File: src/rtl/tamper_pkg.sv
package tamper_pkg;

  // Width of a level-mode run counter able to hold 2^(2^filt_w - 1).
  function automatic int run_cnt_width(input int filt_w);
    return (2 ** filt_w);
  endfunction

  // Polarity meaning in each mode.
  typedef enum logic {
    POL_RISE_OR_LOW  = 1'b0,
    POL_FALL_OR_HIGH = 1'b1
  } tamper_pol_e;

endpackage

File: src/rtl/tamper_prescaler.sv
module tamper_prescaler #(
  parameter int MAX_LOG2 = 15,
  parameter int RATE_W   = 3
) (
  input  logic              clk,
  input  logic              rst_n,
  input  logic [RATE_W-1:0] rate_sel,
  output logic              sample_tick
);
  localparam int CNT_W = MAX_LOG2;

  logic [CNT_W-1:0]  cnt_q, cnt_d;
  logic [RATE_W-1:0] rate_q;
  logic [CNT_W:0]    period;
  logic [CNT_W-1:0]  last_val;
  logic              rate_chg;

  always_comb begin
    period      = (CNT_W+1)'(1) << (MAX_LOG2 - int'(rate_sel));
    last_val    = CNT_W'(period - 1'b1);
    rate_chg    = (rate_sel != rate_q);
    sample_tick = !rate_chg && (cnt_q == last_val);
    if (rate_chg || sample_tick) cnt_d = '0;
    else                         cnt_d = cnt_q + 1'b1;
  end

  always_ff @(posedge clk or negedge rst_n) begin
    if (!rst_n) begin
      cnt_q  <= '0;
      rate_q <= '0;
    end else begin
      cnt_q  <= cnt_d;
      rate_q <= rate_sel;
    end
  end
endmodule

File: src/rtl/tamper_channel.sv
module tamper_channel #(
  parameter int FILT_W = 2
) (
  input  logic              clk,
  input  logic              rst_n,
  input  logic              en,
  input  logic              pol,
  input  logic [FILT_W-1:0] filt_sel,
  input  logic              sample_tick,
  input  logic              pin,
  output logic              hit
);
  import tamper_pkg::*;
  localparam int CNT_W = run_cnt_width(FILT_W);

  logic             sync1_q, sync2_q, prev_q;
  logic [CNT_W-1:0] run_q, run_d;
  logic [CNT_W-1:0] target, run_inc;
  logic             level_mode, active, edge_hit, level_hit;

  always_comb begin
    level_mode = (filt_sel != '0);
    active     = (sync2_q == pol);
    target     = CNT_W'(1) << filt_sel;
    run_inc    = run_q + 1'b1;
    edge_hit   = (pol == POL_FALL_OR_HIGH) ? (prev_q & ~sync2_q)
                                           : (sync2_q & ~prev_q);
    level_hit  = sample_tick && active && (run_inc >= target);

    if (!en || !level_mode)  run_d = '0;
    else if (sample_tick) begin
      if (!active)           run_d = '0;
      else if (run_q < target) run_d = run_inc;
      else                   run_d = run_q;
    end else                 run_d = run_q;

    hit = en && (level_mode ? level_hit : edge_hit);
  end

  always_ff @(posedge clk or negedge rst_n) begin
    if (!rst_n) begin
      sync1_q <= 1'b0;
      sync2_q <= 1'b0;
      prev_q  <= 1'b0;
      run_q   <= '0;
    end else begin
      sync1_q <= pin;
      sync2_q <= sync1_q;
      prev_q  <= sync2_q;
      run_q   <= run_d;
    end
  end
endmodule

File: src/rtl/tamper_flag_bank.sv
module tamper_flag_bank #(
  parameter int NUM_CH = 2
) (
  input  logic              clk,
  input  logic              rst_n,
  input  logic [NUM_CH-1:0] hit,
  input  logic [NUM_CH-1:0] clr,
  input  logic              irq_en,
  input  logic              ts_en,
  output logic [NUM_CH-1:0] flag,
  output logic              irq,
  output logic              ts_strobe
);
  logic [NUM_CH-1:0] flag_q, flag_d;
  logic              strobe_q, strobe_d;

  always_comb begin
    flag_d   = hit | (flag_q & ~clr);
    strobe_d = ts_en && |(hit & ~flag_q);
  end

  always_ff @(posedge clk or negedge rst_n) begin
    if (!rst_n) begin
      flag_q   <= '0;
      strobe_q <= 1'b0;
    end else begin
      flag_q   <= flag_d;
      strobe_q <= strobe_d;
    end
  end

  assign flag      = flag_q;
  assign ts_strobe = strobe_q;
  assign irq       = irq_en && (|flag_q);
endmodule

File: src/rtl/tamper_detect.sv
module tamper_detect #(
  parameter int NUM_CH   = 2,
  parameter int MAX_LOG2 = 15,
  parameter int RATE_W   = 3,
  parameter int FILT_W   = 2
) (
  input  logic              clk,
  input  logic              rst_n,
  input  logic [NUM_CH-1:0] ch_en,
  input  logic [NUM_CH-1:0] ch_pol,
  input  logic [FILT_W-1:0] filt_sel,
  input  logic [RATE_W-1:0] rate_sel,
  input  logic              irq_en,
  input  logic              ts_en,
  input  logic [NUM_CH-1:0] pin_in,
  input  logic [NUM_CH-1:0] flag_clr,
  output logic [NUM_CH-1:0] tamper_flag,
  output logic              irq,
  output logic              ts_strobe
);
  logic              sample_tick;
  logic [NUM_CH-1:0] ch_hit;

  tamper_prescaler #(.MAX_LOG2(MAX_LOG2), .RATE_W(RATE_W)) u_presc (
    .clk(clk), .rst_n(rst_n), .rate_sel(rate_sel), .sample_tick(sample_tick)
  );

  for (genvar g = 0; g < NUM_CH; g++) begin : g_ch
    tamper_channel #(.FILT_W(FILT_W)) u_ch (
      .clk(clk), .rst_n(rst_n), .en(ch_en[g]), .pol(ch_pol[g]),
      .filt_sel(filt_sel), .sample_tick(sample_tick), .pin(pin_in[g]),
      .hit(ch_hit[g])
    );
  end

  tamper_flag_bank #(.NUM_CH(NUM_CH)) u_flags (
    .clk(clk), .rst_n(rst_n), .hit(ch_hit), .clr(flag_clr),
    .irq_en(irq_en), .ts_en(ts_en), .flag(tamper_flag),
    .irq(irq), .ts_strobe(ts_strobe)
  );
endmodule

File: config.mk
export PLATFORM = sky130hd
export DESIGN_NAME = tamper_detect
export DESIGN_NICKNAME = d
export VERILOG_FILES = /design/src/rtl/tamper_pkg.sv /design/src/rtl/tamper_prescaler.sv /design/src/rtl/tamper_channel.sv /design/src/rtl/tamper_flag_bank.sv /design/src/rtl/tamper_detect.sv
export SDC_FILE = /design/constraint.sdc
export NUM_CORES = 1
export LEC_CHECK = 0
export ABC_CLOCK_PERIOD_IN_PS = 4700
export BUFFER_PORTS_ARGS = -buffer_cell sky130_fd_sc_hd__buf_2
export CAP_MARGIN = 20
export CORE_MARGIN = 4
export CORE_UTILIZATION = 45
export DETAILED_ROUTE_END_ITERATION = 16
export SYNTH_ARGS = -nofsm -noshare
export SYNTH_HDL_FRONTEND = slang
export SYNTH_SLANG_ARGS = --single-unit
export TNS_END_PERCENT = 5
File: constraint.sdc
create_clock -name clk -period 4.7 [get_ports clk]
set_input_delay 0 -clock clk [delete_from_list [all_inputs] [get_ports clk]]
set_output_delay 0 -clock clk [all_outputs]
set_load 0.005 [all_outputs]
==> impl_metrics.toml <==
[critical_path]
crit_fanout = 12
cp-startpoint = "rate_sel[0]"
cp_slowest_cell = "nor4_4"
critPathTopFamily = "buffers and inverters"
critPathBufInv = 2
worst-endpoint-required_ns = 4.87
critPathKind = "in2reg"
critical_path.max_stage_delay_ns = 0.55
r2r-start = "u_presc.cnt_q[0]$_DFF_PN0_"
cp-start-kind = "input port"
worstSetupEndpointType = "flop"
cp_cell_sequence = "dlygate4sd3_1, buf_2, nand3b_1, ha_1, a21oi_1, a2111oi_4, a211oi_2, nor4_4, o2bb2ai_2, mux2_2"
critPathArrivalTime_ns = 2.79

[clock_network]
cts.hold.buffers_added = 9
clk_latency_ns = 0.28
cts_setup_buffers = 0
cts_made_buffers = 5
cts_num_sinks = 35
root_buffer = "clkbuf_8"
htree_levels = 2
cts_tree = "done"
cts-resized-gates = 0
cts_buffer_depth = 2
clk_pin_slew_ns = 0.07

[power_and_ir_drop]
p_per_area_nw_per_um2 = 233
pwr-share-seq_pct = 52.7
comb_power_share_pct = 11.8
peakVddDrop_uv = 157
internal-power_mw = 0.440
clkPwrFrac_pct = 35.4
p_sw_mw = 0.149
switching_share_pct = 25.3
total_power_mw = 0.589
leakage_nw = 1.15

[sta]
post-route-min-period_ns = 2.62
finalCritPeriodShare_pct = 55.8
tns_ns = 0
finClkSkew_ns = 0.00396
fmax_mhz = 381
setup_viol = 0
rsz0062_at_grt = "no"
slew_viol_final = 0
max_slew_margin_pct = 48.7
worst_pin_slew_ns = 0.769
hold_viol = 0

[synth]
synth_top_family_by_area = "simple AND/OR/NAND/NOR gates"
synth-compound-area-share_pct = 14.2
ys_async_sr_fraction_pct = 100
synth_fa_ha_area_share_pct = 11.3
yosysWarningCount = 0
ys_seq_area_share_pct = 39.7
syn_inst = 221
synth_area_per_cell_um2 = 9.98
synthSimpleGateAreaFrac_pct = 20.5
syn_nets = 258
mappedNetlistArea_um2 = 2210
ys.flop_type = "dfrtp_1"
synth_edf_count = 0
synth_cell_types = 41
synth-seq-cells = 35
synth.area.mux_share_pct = 1.53
synth-xor-area-share_pct = 9.93

[die]
ios = 21
die_h_um = 78.0
die_w_um = 78.0
rows = 25
coreArea_um2 = 4720
die_area_um2 = 6090
floorplan.initialDensity_pct = 46.7

[global_route]
overflow = 0
grt_max_degree = 36
grt_antenna_before_repair = 0
grtUsageTotal_pct = 15.4
grt_pass1_vias = 1668
grt_first_pass_wirelength_um = 7550

[route]
drc = 0
ant_nets = 0
drt_iter0_markers = 65
vias_per_cell = 5.18
vias = 1659
avgRoutedWirePerCell_um = 13.0
drt_wl_total_um = 4150
dr.pass1.iters = 4

[finish]
fin_nets = 289
diodes = 0
multi_input_area_um2 = 1270
num-fill-cells = 442
areaGrowthSynthToFinish_pct = 14.7
seqCellArea_um2 = 876
final_layout_size_suffix_gt1_share_pct = 15.0

[run]
max-cap-violations = 0

[placement]
dp_hpwl_um = 3030
place_congestion = 0.778
port_buffers = 20

[worst_hold_path]
hold_path.class = "in2reg"
min-delay-start = "ch_en[0]"

[status]
run_status = "finished, final reports clean"
-- routing by layer --
layer	wire, um	vias up	part of all wire, %	track usage, %
li1	-	839	-	-
met1	2030	780	49	20.7
met2	1900	32	46	24.8
met3	159	8	3.8	2.75
met4	63	0	1.5	5.77
met5	0	-	0	0
-- cells in the mapped netlist, types with 2 or more instances --
library cell / count / area [um^2]
nand4b_1: 2 / 17.5
a21oi_1: 7 / 35.0
a21boi_0: 2 / 15.0
and3_1: 5 / 31.3
nand4_1: 2 / 12.5
xnor2_1: 9 / 78.8
xor2_1: 16 / 140
a31oi_1: 2 / 12.5
nand3_1: 10 / 50.1
nand3b_1: 3 / 22.5
or3b_2: 2 / 17.5
o21ai_0: 9 / 45.0
mux2_2: 3 / 33.8
dfrtp_1: 35 / 876
nor2b_1: 6 / 37.5
ha_1: 20 / 250
nand2b_1: 5 / 31.3
a22o_1: 6 / 52.6
nand2_1: 13 / 48.8
buf_2: 3 / 15.0
buf_4: 2 / 15.0
nor3_1: 3 / 15.0
o21a_1: 5 / 37.5
nor2_1: 25 / 93.8
inv_1: 8 / 30.0
and2_1: 2 / 12.5
and4b_1: 2 / 20.0
-- cell usage in the layout, fill, tap and decap left out, types with 2 or more instances in the layout --
master / netlist / routed
xnor2_1: 9 / 9
nand2b_1: 5 / 5
and2_1: 2 / 2
xor2_1: 16 / 16
a22o_1: 6 / 6
dlygate4sd3_1: 0 / 9
a21oi_1: 7 / 7
a31oi_1: 2 / 2
nand4_1: 2 / 2
dfrtp_1: 35 / 35
nand3b_1: 3 / 3
and4b_1: 2 / 2
nor2_1: 25 / 25
ha_1: 20 / 20
nand4b_1: 2 / 2
o21ai_0: 9 / 9
or3b_2: 2 / 2
nor2b_1: 6 / 6
clkbuf_8: 0 / 5
a21boi_0: 2 / 2
clkbuf_1: 0 / 2
inv_1: 8 / 8
buf_2: 3 / 20
and3_1: 5 / 5
nor3_1: 3 / 3
o21a_1: 5 / 5
nand3_1: 10 / 10
mux2_2: 3 / 3
nand2_1: 13 / 13
-- path summary, 6_finish.rpt --
path | slack (ns) | cells past startpoint | end
worst min register to register | 0.36 | 0 | g_ch[0].u_ch.sync2_q$_DFF_PN0_
min in group asynchronous | 0.32 | 2 | u_presc.rate_q[0]$_DFF_PN0_
max in group asynchronous | 3.88 | 2 | g_ch[1].u_ch.run_q[1]$_DFFE_PN0P_
worst max register to register | 2.39 | 7 | g_ch[1].u_ch.run_q[0]$_DFFE_PN0P_
worst min-delay path | 0.17 | 5 | u_flags.flag[0]$_DFF_PN0_
worst max-delay path | 2.08 | 10 | g_ch[1].u_ch.run_q[0]$_DFFE_PN0P_
-- worst register-to-register path: stages, from the launching register on --
cell	delay [ns]
dfrtp_1	0.39
ha_1	0.23
nand4_1	0.11
nor2_1	0.37
nand4_1	0.22
nor4_4	0.45
o2bb2ai_2	0.16
mux2_2	0.28
-- cell families (layout without fill, tap and decap cells) --
kind of cell    count (synthesis)  after routing
compound gates                 41             41
xor+xnor                       25             25
fa+ha+maj                      20             20
buf+inv                        13             45
flops                          35             35
mux                             3              3
simple gates                   84             84
-- registers in the layout, summed over array words and instances, names as in the netlist --
signal / cells
u_flags.ts_strobe: 1
g_ch.u_ch.sync1_q: 2
g_ch.u_ch.prev_q: 2
u_flags.flag: 2
g_ch.u_ch.run_q: 8
u_presc.cnt_q: 15
g_ch.u_ch.sync2_q: 2
u_presc.rate_q: 3
-- power groups by stage --
stage	clock network (mW)	registers [mW]	logic [mW]
floorplan	0	0.315	0.0414
global placement	0	0.316	0.0644
detailed placement	0	0.316	0.0650
CTS	0.218	0.310	0.0706
global route	0.230	0.311	0.0807
finish	0.209	0.310	0.0697
-- cell type report --
| cell class | instances | share of cell area (%) |
|---|---|---|
| inverter | 8 | 1.19 |
| timing repair buffer | 29 | 7.51 |
| clock buffer | 7 | 3.02 |
| clock inverter | 1 | 0.198 |
| multi-input combinational | 173 | 50.2 |
| sequential | 35 | 34.6 |
| tap | 67 | 3.31 |
-- per-stage QoR --
| step | std cells | utilization, % | setup WS [ns] | area, um^2 | hold slack (ns) |
|---|---|---|---|---|---|
| floorplan | 221 | - | 2.67 | 2210 | -0.296 |
| global placement | 303 | 50.0 | 2.36 | 2360 | 0.112 |
| detailed placement | 303 | 50.0 | 2.31 | 2360 | 0.109 |
| CTS | 320 | 53.6 | 2.08 | 2530 | 0.178 |
| global route | 320 | 53.6 | 1.90 | 2530 | 0.202 |
| finish | 320 | 53.6 | 2.08 | 2530 | 0.171 |
(Power assumes the default switching activity.)
